## src/rtl/pwm_timer_pkg.sv

```systemverilog
package pwm_timer_pkg;
  localparam int unsigned REG_AW = 4;

  localparam logic [REG_AW-1:0] OFS_LOW  = 4'h4;
  localparam logic [REG_AW-1:0] OFS_PER  = 4'h8;
  localparam logic [REG_AW-1:0] OFS_CTRL = 4'hC;

  localparam int unsigned B_EN   = 0;
  localparam int unsigned B_OEN  = 3;
  localparam int unsigned B_ONE  = 4;
  localparam int unsigned B_IE   = 5;
  localparam int unsigned B_IF   = 6;
  localparam int unsigned B_CRST = 7;
  localparam int unsigned B_CAP  = 8;
  localparam int unsigned B_INV  = 9;
  localparam int unsigned B_DZ   = 10;

  typedef struct packed {
    logic dz;
    logic inv;
    logic cap;
    logic ie;
    logic one;
    logic oe_n;
    logic en;
  } ctrl_t;
endpackage

```

## src/rtl/pwm_regs.sv

```systemverilog
module pwm_regs
  import pwm_timer_pkg::*;
#(
  parameter int unsigned DATA_W = 32,
  parameter int unsigned CNT_W  = 16
) (
  input  logic                  clk_i,
  input  logic                  rst_ni,
  input  logic                  we_i,
  input  logic [REG_AW-1:0]     addr_i,
  input  logic [DATA_W-1:0]     wdata_i,
  input  logic                  wrap_i,
  input  logic                  clr_en_i,
  output logic [DATA_W-1:0]     rdata_o,
  output ctrl_t                 ctrl_o,
  output logic                  flag_o,
  output logic                  rst_req_o,
  output logic                  ctrl_wr_o,
  output logic [CNT_W-1:0]      low_buf_o,
  output logic [CNT_W-1:0]      per_buf_o
);
  ctrl_t            ctrl_q;
  logic             flag_q, rst_req_q;
  logic [CNT_W-1:0] low_q, per_q;
  logic             ctrl_wr;
  logic             unused_wdata;

  assign ctrl_wr      = we_i && (addr_i == OFS_CTRL);
  assign unused_wdata = ^{wdata_i[DATA_W-1:CNT_W], wdata_i[2:1]};

  always_ff @(posedge clk_i or negedge rst_ni) begin
    if (!rst_ni) begin
      ctrl_q    <= '0;
      flag_q    <= 1'b0;
      rst_req_q <= 1'b0;
      low_q     <= '0;
      per_q     <= '0;
    end else begin
      rst_req_q <= 1'b0;
      // single-pulse stop; a control write in the same cycle overrides it
      if (clr_en_i) ctrl_q.en <= 1'b0;
      if (we_i) begin
        case (addr_i)
          OFS_LOW: low_q <= wdata_i[CNT_W-1:0];
          OFS_PER: per_q <= wdata_i[CNT_W-1:0];
          OFS_CTRL: begin
            ctrl_q.en   <= wdata_i[B_EN];
            ctrl_q.oe_n <= wdata_i[B_OEN];
            ctrl_q.one  <= wdata_i[B_ONE];
            ctrl_q.ie   <= wdata_i[B_IE];
            ctrl_q.cap  <= wdata_i[B_CAP];
            ctrl_q.inv  <= wdata_i[B_INV];
            ctrl_q.dz   <= wdata_i[B_DZ];
            rst_req_q   <= wdata_i[B_CRST];
          end
          default: ;
        endcase
      end
      // set beats clear
      if (wrap_i && ctrl_q.ie)               flag_q <= 1'b1;
      else if (ctrl_wr && wdata_i[B_IF])     flag_q <= 1'b0;
    end
  end

  always_comb begin
    rdata_o = '0;
    case (addr_i)
      OFS_LOW: rdata_o = DATA_W'(low_q);
      OFS_PER: rdata_o = DATA_W'(per_q);
      OFS_CTRL: begin
        rdata_o[B_EN]  = ctrl_q.en;
        rdata_o[B_OEN] = ctrl_q.oe_n;
        rdata_o[B_ONE] = ctrl_q.one;
        rdata_o[B_IE]  = ctrl_q.ie;
        rdata_o[B_IF]  = flag_q;
        rdata_o[B_CAP] = ctrl_q.cap;
        rdata_o[B_INV] = ctrl_q.inv;
        rdata_o[B_DZ]  = ctrl_q.dz;
      end
      default: ;
    endcase
  end

  assign ctrl_o    = ctrl_q;
  assign flag_o    = flag_q;
  assign rst_req_o = rst_req_q;
  assign ctrl_wr_o = ctrl_wr;
  assign low_buf_o = low_q;
  assign per_buf_o = per_q;
endmodule

```

## src/rtl/pwm_core.sv

```systemverilog
module pwm_core #(
  parameter int unsigned CNT_W = 16
) (
  input  logic             clk_i,
  input  logic             rst_ni,
  input  logic             en_i,
  input  logic             one_i,
  input  logic             rst_req_i,
  input  logic [CNT_W-1:0] low_buf_i,
  input  logic [CNT_W-1:0] per_buf_i,
  output logic [CNT_W-1:0] cnt_o,
  output logic [CNT_W-1:0] act_low_o,
  output logic [CNT_W-1:0] act_per_o,
  output logic             wrap_o,
  output logic             clr_en_o
);
  logic [CNT_W-1:0] cnt_q, act_low_q, act_per_q;
  logic [CNT_W:0]   cnt_nxt;
  logic             wrap;

  assign cnt_nxt = {1'b0, cnt_q} + 1'b1;
  // period 0 behaves like period 1
  assign wrap    = en_i && !rst_req_i && (cnt_nxt >= {1'b0, act_per_q});

  always_ff @(posedge clk_i or negedge rst_ni) begin
    if (!rst_ni) begin
      cnt_q     <= '0;
      act_low_q <= '0;
      act_per_q <= '0;
    end else if (!en_i) begin
      cnt_q     <= '0;
      act_low_q <= low_buf_i;
      act_per_q <= per_buf_i;
    end else if (rst_req_i) begin
      cnt_q <= '0;
    end else if (wrap) begin
      cnt_q     <= '0;
      act_low_q <= low_buf_i;
      act_per_q <= per_buf_i;
    end else begin
      cnt_q <= cnt_nxt[CNT_W-1:0];
    end
  end

  assign cnt_o     = cnt_q;
  assign act_low_o = act_low_q;
  assign act_per_o = act_per_q;
  assign wrap_o    = wrap;
  assign clr_en_o  = wrap && one_i;
endmodule

```

## src/rtl/pwm_shaper.sv

```systemverilog
module pwm_shaper #(
  parameter int unsigned CNT_W = 16
) (
  input  logic             en_i,
  input  logic             inv_i,
  input  logic [CNT_W-1:0] cnt_i,
  input  logic [CNT_W-1:0] low_i,
  output logic             pwm_o
);
  logic raw;
  assign raw   = (cnt_i >= low_i);
  assign pwm_o = en_i && (raw ^ inv_i);
endmodule

```

## src/rtl/pwm_timer.sv

```systemverilog
module pwm_timer
  import pwm_timer_pkg::*;
#(
  parameter int unsigned DATA_W = 32,
  parameter int unsigned CNT_W  = 16
) (
  input  logic              clk_i,
  input  logic              rst_ni,
  input  logic              we_i,
  input  logic [3:0]        addr_i,
  input  logic [DATA_W-1:0] wdata_i,
  output logic [DATA_W-1:0] rdata_o,
  output logic              pwm_o,
  output logic              oe_no,
  output logic              irq_o
);
  ctrl_t            ctrl;
  logic             flag, rst_req, ctrl_wr, wrap, clr_en;
  logic [CNT_W-1:0] low_buf, per_buf, cnt, act_low, act_per;

  pwm_regs #(.DATA_W(DATA_W), .CNT_W(CNT_W)) i_regs (
    .clk_i, .rst_ni, .we_i, .addr_i, .wdata_i,
    .wrap_i(wrap), .clr_en_i(clr_en), .rdata_o,
    .ctrl_o(ctrl), .flag_o(flag), .rst_req_o(rst_req), .ctrl_wr_o(ctrl_wr),
    .low_buf_o(low_buf), .per_buf_o(per_buf)
  );

  pwm_core #(.CNT_W(CNT_W)) i_core (
    .clk_i, .rst_ni, .en_i(ctrl.en), .one_i(ctrl.one), .rst_req_i(rst_req),
    .low_buf_i(low_buf), .per_buf_i(per_buf),
    .cnt_o(cnt), .act_low_o(act_low), .act_per_o(act_per),
    .wrap_o(wrap), .clr_en_o(clr_en)
  );

  pwm_shaper #(.CNT_W(CNT_W)) i_shaper (
    .en_i(ctrl.en), .inv_i(ctrl.inv), .cnt_i(cnt), .low_i(act_low), .pwm_o
  );

  assign oe_no = ctrl.oe_n;
  assign irq_o = flag && ctrl.ie;
endmodule

```

## config.mk

```make
export PLATFORM = sky130hd
export DESIGN_NAME = pwm_timer
export DESIGN_NICKNAME = d
export VERILOG_FILES = /design/src/rtl/pwm_timer_pkg.sv /design/src/rtl/pwm_regs.sv /design/src/rtl/pwm_core.sv /design/src/rtl/pwm_shaper.sv /design/src/rtl/pwm_timer.sv
export SDC_FILE = /design/constraint.sdc
export NUM_CORES = 1
export LEC_CHECK = 0
export ABC_AREA = 1
export ABC_CLOCK_PERIOD_IN_PS = 8200
export CORE_MARGIN = 2
export CORE_UTILIZATION = 45
export DETAILED_ROUTE_END_ITERATION = 6
export GPL_ROUTABILITY_DRIVEN = 0
export PLACE_DENSITY = 0.68
export SYNTH_ARGS = -nofsm -noshare
export SYNTH_HDL_FRONTEND = slang
export SYNTH_SLANG_ARGS = --single-unit
```

## constraint.sdc

```tcl
create_clock -name clk_i -period 8.2 [get_ports clk_i]
set_input_delay 1.23 -clock clk_i [delete_from_list [all_inputs] [get_ports clk_i]]
set_output_delay 1.23 -clock clk_i [all_outputs]
set_load 0.01 [all_outputs]
```

==> impl_metrics.env, run 1 <==
export IMPL_crit_slowest_cell="nor4_4"
export IMPL_start_util_pct=45.7
export IMPL_maxSlewViolCount=0
export IMPL_grt_usage_pct=19.6
export IMPL_fmax_mhz=210
export IMPL_path_cells="clkdlybuf4s50_1 > nor4_4 > nand2_1 > o211ai_1 > clkdlybuf4s50_1"
export IMPL_synth_area_sq_um=4930
export IMPL_rsz0062_at_grt="false"
export IMPL_grt_overflow_total=0
export IMPL_syn_to_final_growth_pct=12.3
export IMPL_cts_setup_buffers=0
export IMPL_final_cell_count_no_fill=792
export IMPL_portBuffers=41
export IMPL_die_area_sq_um=11800
export IMPL_fin_area_sq_um=5540
export IMPL_synth_cells=615
export IMPL_relSlewSlack_pct=28.4
export IMPL_final_layout_size_suffix_gt1_share_pct=4.91
export IMPL_synth_avg_cell_area_sq_um=8.02
export IMPL_io_pins=74
export IMPL_drcViolationCount=0
export IMPL_routed_wl_um=10800
export IMPL_fill_cells=1032
export IMPL_crit_path_frequent_cell="clkdlybuf4s50_1"
export IMPL_power_internal_mw=0.834
export IMPL_yosysTopAreaCellShare_pct=45.1
export IMPL_p_comb_share_pct=30.9
export IMPL_sw_frac_of_total_pct=37.2
export IMPL_cp_end_kind="output pin"
export IMPL_ant_nets=0
export IMPL_dpl_hpwl_um=7840
export IMPL_tns_ns=0
export IMPL_std_cell_rows=38
export IMPL_tightest_slew_ns=1.07
export IMPL_cts_num_sinks=89
export IMPL_rr_startpoint="i_core.cnt_o[0]"
export IMPL_synth_area_leaders="dfrtp_1 (45%), nand2_1 (13%), ha_1 (8.4%)"
export IMPL_yosysWarnings=0
export IMPL_p_total_mw=1.33
export IMPL_clockRootBuffer="clkbuf_8"
export IMPL_crit_path_start="addr_i[2]"
export IMPL_cp_data_arrival_time_ns=3.52
export IMPL_final_common_cell="nand2_1"
export IMPL_peakVddDrop_uv=139
export IMPL_yosysTopAreaCell="dfrtp_1"
export IMPL_postCtsHoldBufs=0
export IMPL_die_h_um=109
export IMPL_crit_path_max_incr_delay_ns=0.96
export IMPL_p_leak_nw=2.90
export IMPL_whs_ns=0.494
export IMPL_fp_dieW_um=109
export IMPL_ys_seq_area_share_pct=45.1
export IMPL_power_density_nw_per_um2=240
export IMPL_period_share_pct=57.9
export IMPL_cts_resized=0
export IMPL_critPathKind="input pin to output pin"
export IMPL_clk_latency_ns=0.37
export IMPL_placed_area_sq_um=5360
export IMPL_fin_crit_ns=4.75
export IMPL_clk_pin_slew_worst_paths_ns=0.09
export IMPL_worstHoldPathType="flop to flop"
export IMPL_grt_pass1_vias=3760
export IMPL_antenna_found_initial=0
export IMPL_wl_per_cell_um=13.6
export IMPL_dr_total_vias=3979
export IMPL_cts_inserted_buffers=9
export IMPL_critPathBufInv=2
export IMPL_crit_path_start_kind="input pin"
export IMPL_cts_path_max_buffers=2
export IMPL_antenna_cells=0
export IMPL_fin_skew_ns=0.00859
export IMPL_crit_fanout=17
export IMPL_p_sw_mw=0.494
export IMPL_coreArea_sq_um=10800
export IMPL_grt_pass1_wl_um=18000
export IMPL_dr_pass1_iters=4
export IMPL_synthDistinctLibCells=34
export IMPL_multi_input_area_sq_um=2190
export IMPL_clockPowerShare_pct=22.0
export IMPL_setup_violations_final=0
export IMPL_outcome="finished clean"
export IMPL_htree_levels=3
export IMPL_max_cap_violations=0
export IMPL_hp_start="i_regs.ctrl_o[6]"
export IMPL_critPathTopFamily="simple AND/OR/NAND/NOR gates"
export IMPL_hold_viol=0
export IMPL_cp_data_required_time_ns=6.97
export IMPL_ys_ff_latch=89
export IMPL_grt_max_degree=70
export IMPL_vias_per_cell=5.02
export IMPL_mostFrequentLayoutCells="nand2_1 (170), dfrtp_1 (89), inv_1 (86)"
export IMPL_seq_area_sq_um=2230
export IMPL_dp_cells=777
export IMPL_sequentialPowerShare_pct=47.1
export IMPL_cts_tree="built"
export IMPL_drt_iter0_markers=205
export IMPL_fin_nets=720
[power groups by stage]
stage | Combinational (mW) | Clock (mW) | Sequential, mW
floorplan | 0.316 | 0 | 0.607
global placement | 0.397 | 0 | 0.629
detailed placement | 0.410 | 0 | 0.633
CTS | 0.414 | 0.297 | 0.625
global route | 0.474 | 0.317 | 0.642
finish | 0.411 | 0.292 | 0.625
[synth_stat cells (all sizes together)]
cell type / number
xnor2: 2
buf: 25
nor2b: 1
conb: 1
dfrtp: 89
o211ai: 3
nor3: 7
inv: 89
nand3: 56
clkbuf: 11
nor2: 38
nand2: 173
xor2: 6
nor4: 1
o21a: 1
nand3b: 1
a22o: 8
ha: 33
clkinv: 1
nand4: 4
a21oi: 15
o21ai: 48
a21o: 2
[layout make-up]
cell class / instances / area share, %
Clock inverter: 6 / 1.08
Multi-Input combinational cell: 415 / 39.6
Timing Repair Buffer: 43 / 7.63
Tap cell: 140 / 3.16
Sequential cell: 89 / 40.2
Inverter: 90 / 6.10
Clock buffer: 9 / 2.24
[cells by family after synthesis]
family,share of synthesized area (%)
DFF,45.1
xor gates and xnor gates,1.42
AOI/OAI and AO/OA,8.72
other,0.0760
and+or+nand+nor,24.7
buffers and inverters,11.5
adders and majority gates,8.37
[metal layers]
layer  track usage [%]  vias up  routed length (um)
li1                  -     1990                   -
met4              8.61        0                 253
met5                 0        -                   0
met3              2.51       19                 459
met2              30.0       97                4800
met1              27.8     1873                5260
[worst paths after layout]
kind,cells past startpoint,slack [ns],endpoint
min in group asynchronous,1,0.73,i_core.cnt_o[3]
hold / removal,2,0.49,i_regs.ctrl_o[6]
max in group asynchronous,2,6.30,i_regs.ctrl_o[0]
setup / recovery,5,3.45,rdata_o[0]
hold reg to reg,2,0.49,i_regs.ctrl_o[6]
setup reg to reg,21,4.42,i_core.act_low_o[8]
[stage by stage]
step | utilization, % | worst slack, ns
after floorplan | - | 4.83
after global placement | 49.6 | 3.49
after detailed placement | 49.6 | 3.46
after CTS | 51.3 | 3.45
after global routing | 51.3 | 3.23
final | 51.3 | 3.45
[worst reg2reg max path: cells and delay by family (launching register included)]
family                   cells  cell delay [ns]
buffers and inverters        1             0.06
AND/OR/NAND/NOR             17             2.50
XOR/XNOR                     1             0.19
flip-flops                   1             0.43
adder cells (fa/ha/maj)      2             0.51
[flip-flops by register name (all words and copies together), names as in the netlist]
name / cells
i_regs.per_buf_o: 16
i_regs.ctrl_o: 7
i_core.act_low_o: 16
i_core.act_per_o: 16
i_core.cnt_o: 16
i_regs.flag_o: 1
i_regs.low_buf_o: 16
i_regs.rst_req_o: 1
Note: power is estimated with default switching activity, not from simulation.
==> run 2: changes to the inputs <==
--- a/config.mk
+++ b/config.mk
@@ -6,12 +6,12 @@
 export NUM_CORES = 1
 export LEC_CHECK = 0
 export ABC_AREA = 1
-export ABC_CLOCK_PERIOD_IN_PS = 8200
+export ABC_CLOCK_PERIOD_IN_PS = 3800
 export CORE_MARGIN = 2
 export CORE_UTILIZATION = 45
 export DETAILED_ROUTE_END_ITERATION = 6
 export GPL_ROUTABILITY_DRIVEN = 0
-export PLACE_DENSITY = 0.68
+export PLACE_DENSITY = 0.71
 export SYNTH_ARGS = -nofsm -noshare
 export SYNTH_HDL_FRONTEND = slang
 export SYNTH_SLANG_ARGS = --single-unit
==> constraint.sdc (replaced) <==
create_clock -name clk_i -period 3.8 [get_ports clk_i]
set_input_delay 0.57 -clock clk_i [delete_from_list [all_inputs] [get_ports clk_i]]
set_output_delay 0.57 -clock clk_i [all_outputs]
set_load 0.01 [all_outputs]
==> impl_metrics.env, run 2 (synthesis results as in run 1) <==
export IMPL_p_leak_nw=2.92
export IMPL_critPathKind="flop to flop"
export IMPL_clk_latency_ns=0.36
export IMPL_seq_area_sq_um=2230
export IMPL_routed_wl_um=10700
export IMPL_drt_iter0_markers=244
export IMPL_htree_levels=3
export IMPL_cts_inserted_buffers=9
export IMPL_period_share_pct=88.9
export IMPL_reg2reg_setup_slack_ns=0.42
export IMPL_vias_per_cell=5.05
export IMPL_dr_total_vias=4025
export IMPL_placed_area_sq_um=5390
export IMPL_dpl_hpwl_um=7850
export IMPL_rsz0062_at_grt="false"
export IMPL_fp_dieW_um=109
export IMPL_coreArea_sq_um=10800
export IMPL_syn_to_final_growth_pct=13.2
export IMPL_setup_violations_final=0
export IMPL_m1WireLength_um=4930
export IMPL_antenna_cells=0
export IMPL_multi_input_area_sq_um=2210
export IMPL_antenna_found_initial=0
export IMPL_fin_skew_ns=0.0112
export IMPL_grt_overflow_total=0
export IMPL_io_pins=74
export IMPL_grt_pass1_vias=3870
export IMPL_worstHoldPathType="input pin to asynchronous set/reset pin"
export IMPL_peakVddDrop_uv=287
export IMPL_die_h_um=109
export IMPL_mostFrequentLayoutCells="nand2_1 (170), dfrtp_1 (89), inv_1 (86)"
export IMPL_whs_ns=0.390
export IMPL_tightest_slew_ns=1.05
export IMPL_crit_fanout=32
export IMPL_pre_cts_ws_ns=0.271
export IMPL_cp_data_arrival_time_ns=3.63
export IMPL_rr_startpoint="i_core.cnt_o[0]"
export IMPL_dr_pass1_iters=4
export IMPL_fin_ws_ns=0.422
export IMPL_std_cell_rows=38
export IMPL_fin_area_sq_um=5590
export IMPL_hold_viol=0
export IMPL_cts_num_sinks=89
export IMPL_portBuffers=41
export IMPL_reg2regPathDepth=21
export IMPL_fmax_mhz=296
export IMPL_drcViolationCount=0
export IMPL_clockRootBuffer="clkbuf_8"
export IMPL_top_layer="met4"
export IMPL_outcome="finished clean"
export IMPL_wl_per_cell_um=13.4
export IMPL_dr_wl_met3_um=540
export IMPL_final_layout_size_suffix_gt1_share_pct=5.78
export IMPL_grt_max_degree=85
export IMPL_cp_end_kind="flop"
export IMPL_r2r_end="i_core.act_low_o[2]"
export IMPL_tns_ns=0
export IMPL_fill_cells=1005
export IMPL_cts_setup_buffers=0
export IMPL_ant_nets=0
export IMPL_start_util_pct=45.7
export IMPL_clk_pin_slew_worst_paths_ns=0.09
export IMPL_dr_wl_met2_um=5060
export IMPL_grt_pass1_wl_um=18200
export IMPL_max_cap_violations=0
export IMPL_maxSlewViolCount=0
export IMPL_cts_path_max_buffers=2
export IMPL_relSlewSlack_pct=30.1
export IMPL_power_density_nw_per_um2=511
export IMPL_grt_usage_pct=19.6
export IMPL_cp_data_required_time_ns=4.05
export IMPL_fin_nets=724
export IMPL_cts_tree="built"
export IMPL_final_common_cell="nand2_1"
export IMPL_die_area_sq_um=11800
export IMPL_crit_path_start_kind="flop"
export IMPL_fin_crit_ns=3.38
[run 2: through the flow]
stage / util (%) / total power, mW / instances
after CTS: 51.6 / 2.87 / 797
after detailed placement: 49.9 / 2.26 / 781
after floorplan: - / 1.99 / 630
after global placement: 49.9 / 2.22 / 781
final: 51.8 / 2.85 / 797
after global routing: 51.8 / 3.08 / 797
[run 2: how the worst max path moves through the flow]
stage	end	start	slack [ns]
2_1_floorplan	i_core.act_low_o[15]	i_core.cnt_o[0]	0.94
3_3_place_gp	i_core.act_low_o[3]	i_core.cnt_o[0]	0.31
3_5_place_dp	i_core.act_low_o[2]	i_core.cnt_o[0]	0.27
4_1_cts	i_core.act_low_o[2]	i_core.cnt_o[0]	0.24
5_1_grt	i_core.act_low_o[2]	i_core.cnt_o[0]	0.004
6_report	i_core.act_low_o[2]	i_core.cnt_o[0]	0.42
[run 2: critical path, stage by stage (launching register included)]
cell and delay [ns]:
dfrtp_1 0.43, ha_1 0.23, nand3_2 0.14, nor2_4 0.20
nand2_1 0.10, nor3_2 0.21, nand3_1 0.13, xor2_1 0.20
inv_1 0.07, ha_1 0.29, nand2_1 0.10, nor2_1 0.05
nand2_1 0.05, nor2_1 0.03, nand3_1 0.05, nand3_1 0.06
nor2_1 0.17, nand3_2 0.14, nand2_4 0.20, nand2_8 0.17
nand2_1 0.15, nand2_1 0.06
[run 2: area by class of cell]
class | instances | area share [%]
clock inverters | 6 | 0.762
multi-input cells | 415 | 39.5
inverters | 90 | 6.05
flip-flops and latches | 89 | 39.9
clock buffers | 10 | 2.46
well taps | 140 | 3.14
repair buffers | 47 | 8.18
[run 2: timing repair]
action | 4_1_cts | 5_1_grt
hold buffers | 0 | 0
endpoints found under the setup margin | 0 | 33
gates resized for setup | 0 | 3
endpoints found under the hold margin | 0 | 0
[run 2: routing by layer]
metal	global-route usage [%]	vias to the layer above
li1	-	1991
met1	26.5	1924
met2	31.3	99
met3	4.06	11
met4	6.78	0
met5	0	-
[run 2: report_power, final]
group | leakage [nW] | total, mW | switching [mW] | internal [mW]
sequential | 1.15 | 1.35 | 0.174 | 1.18
combinational | 1.68 | 0.896 | 0.567 | 0.329
clock | 0.0887 | 0.603 | 0.347 | 0.257
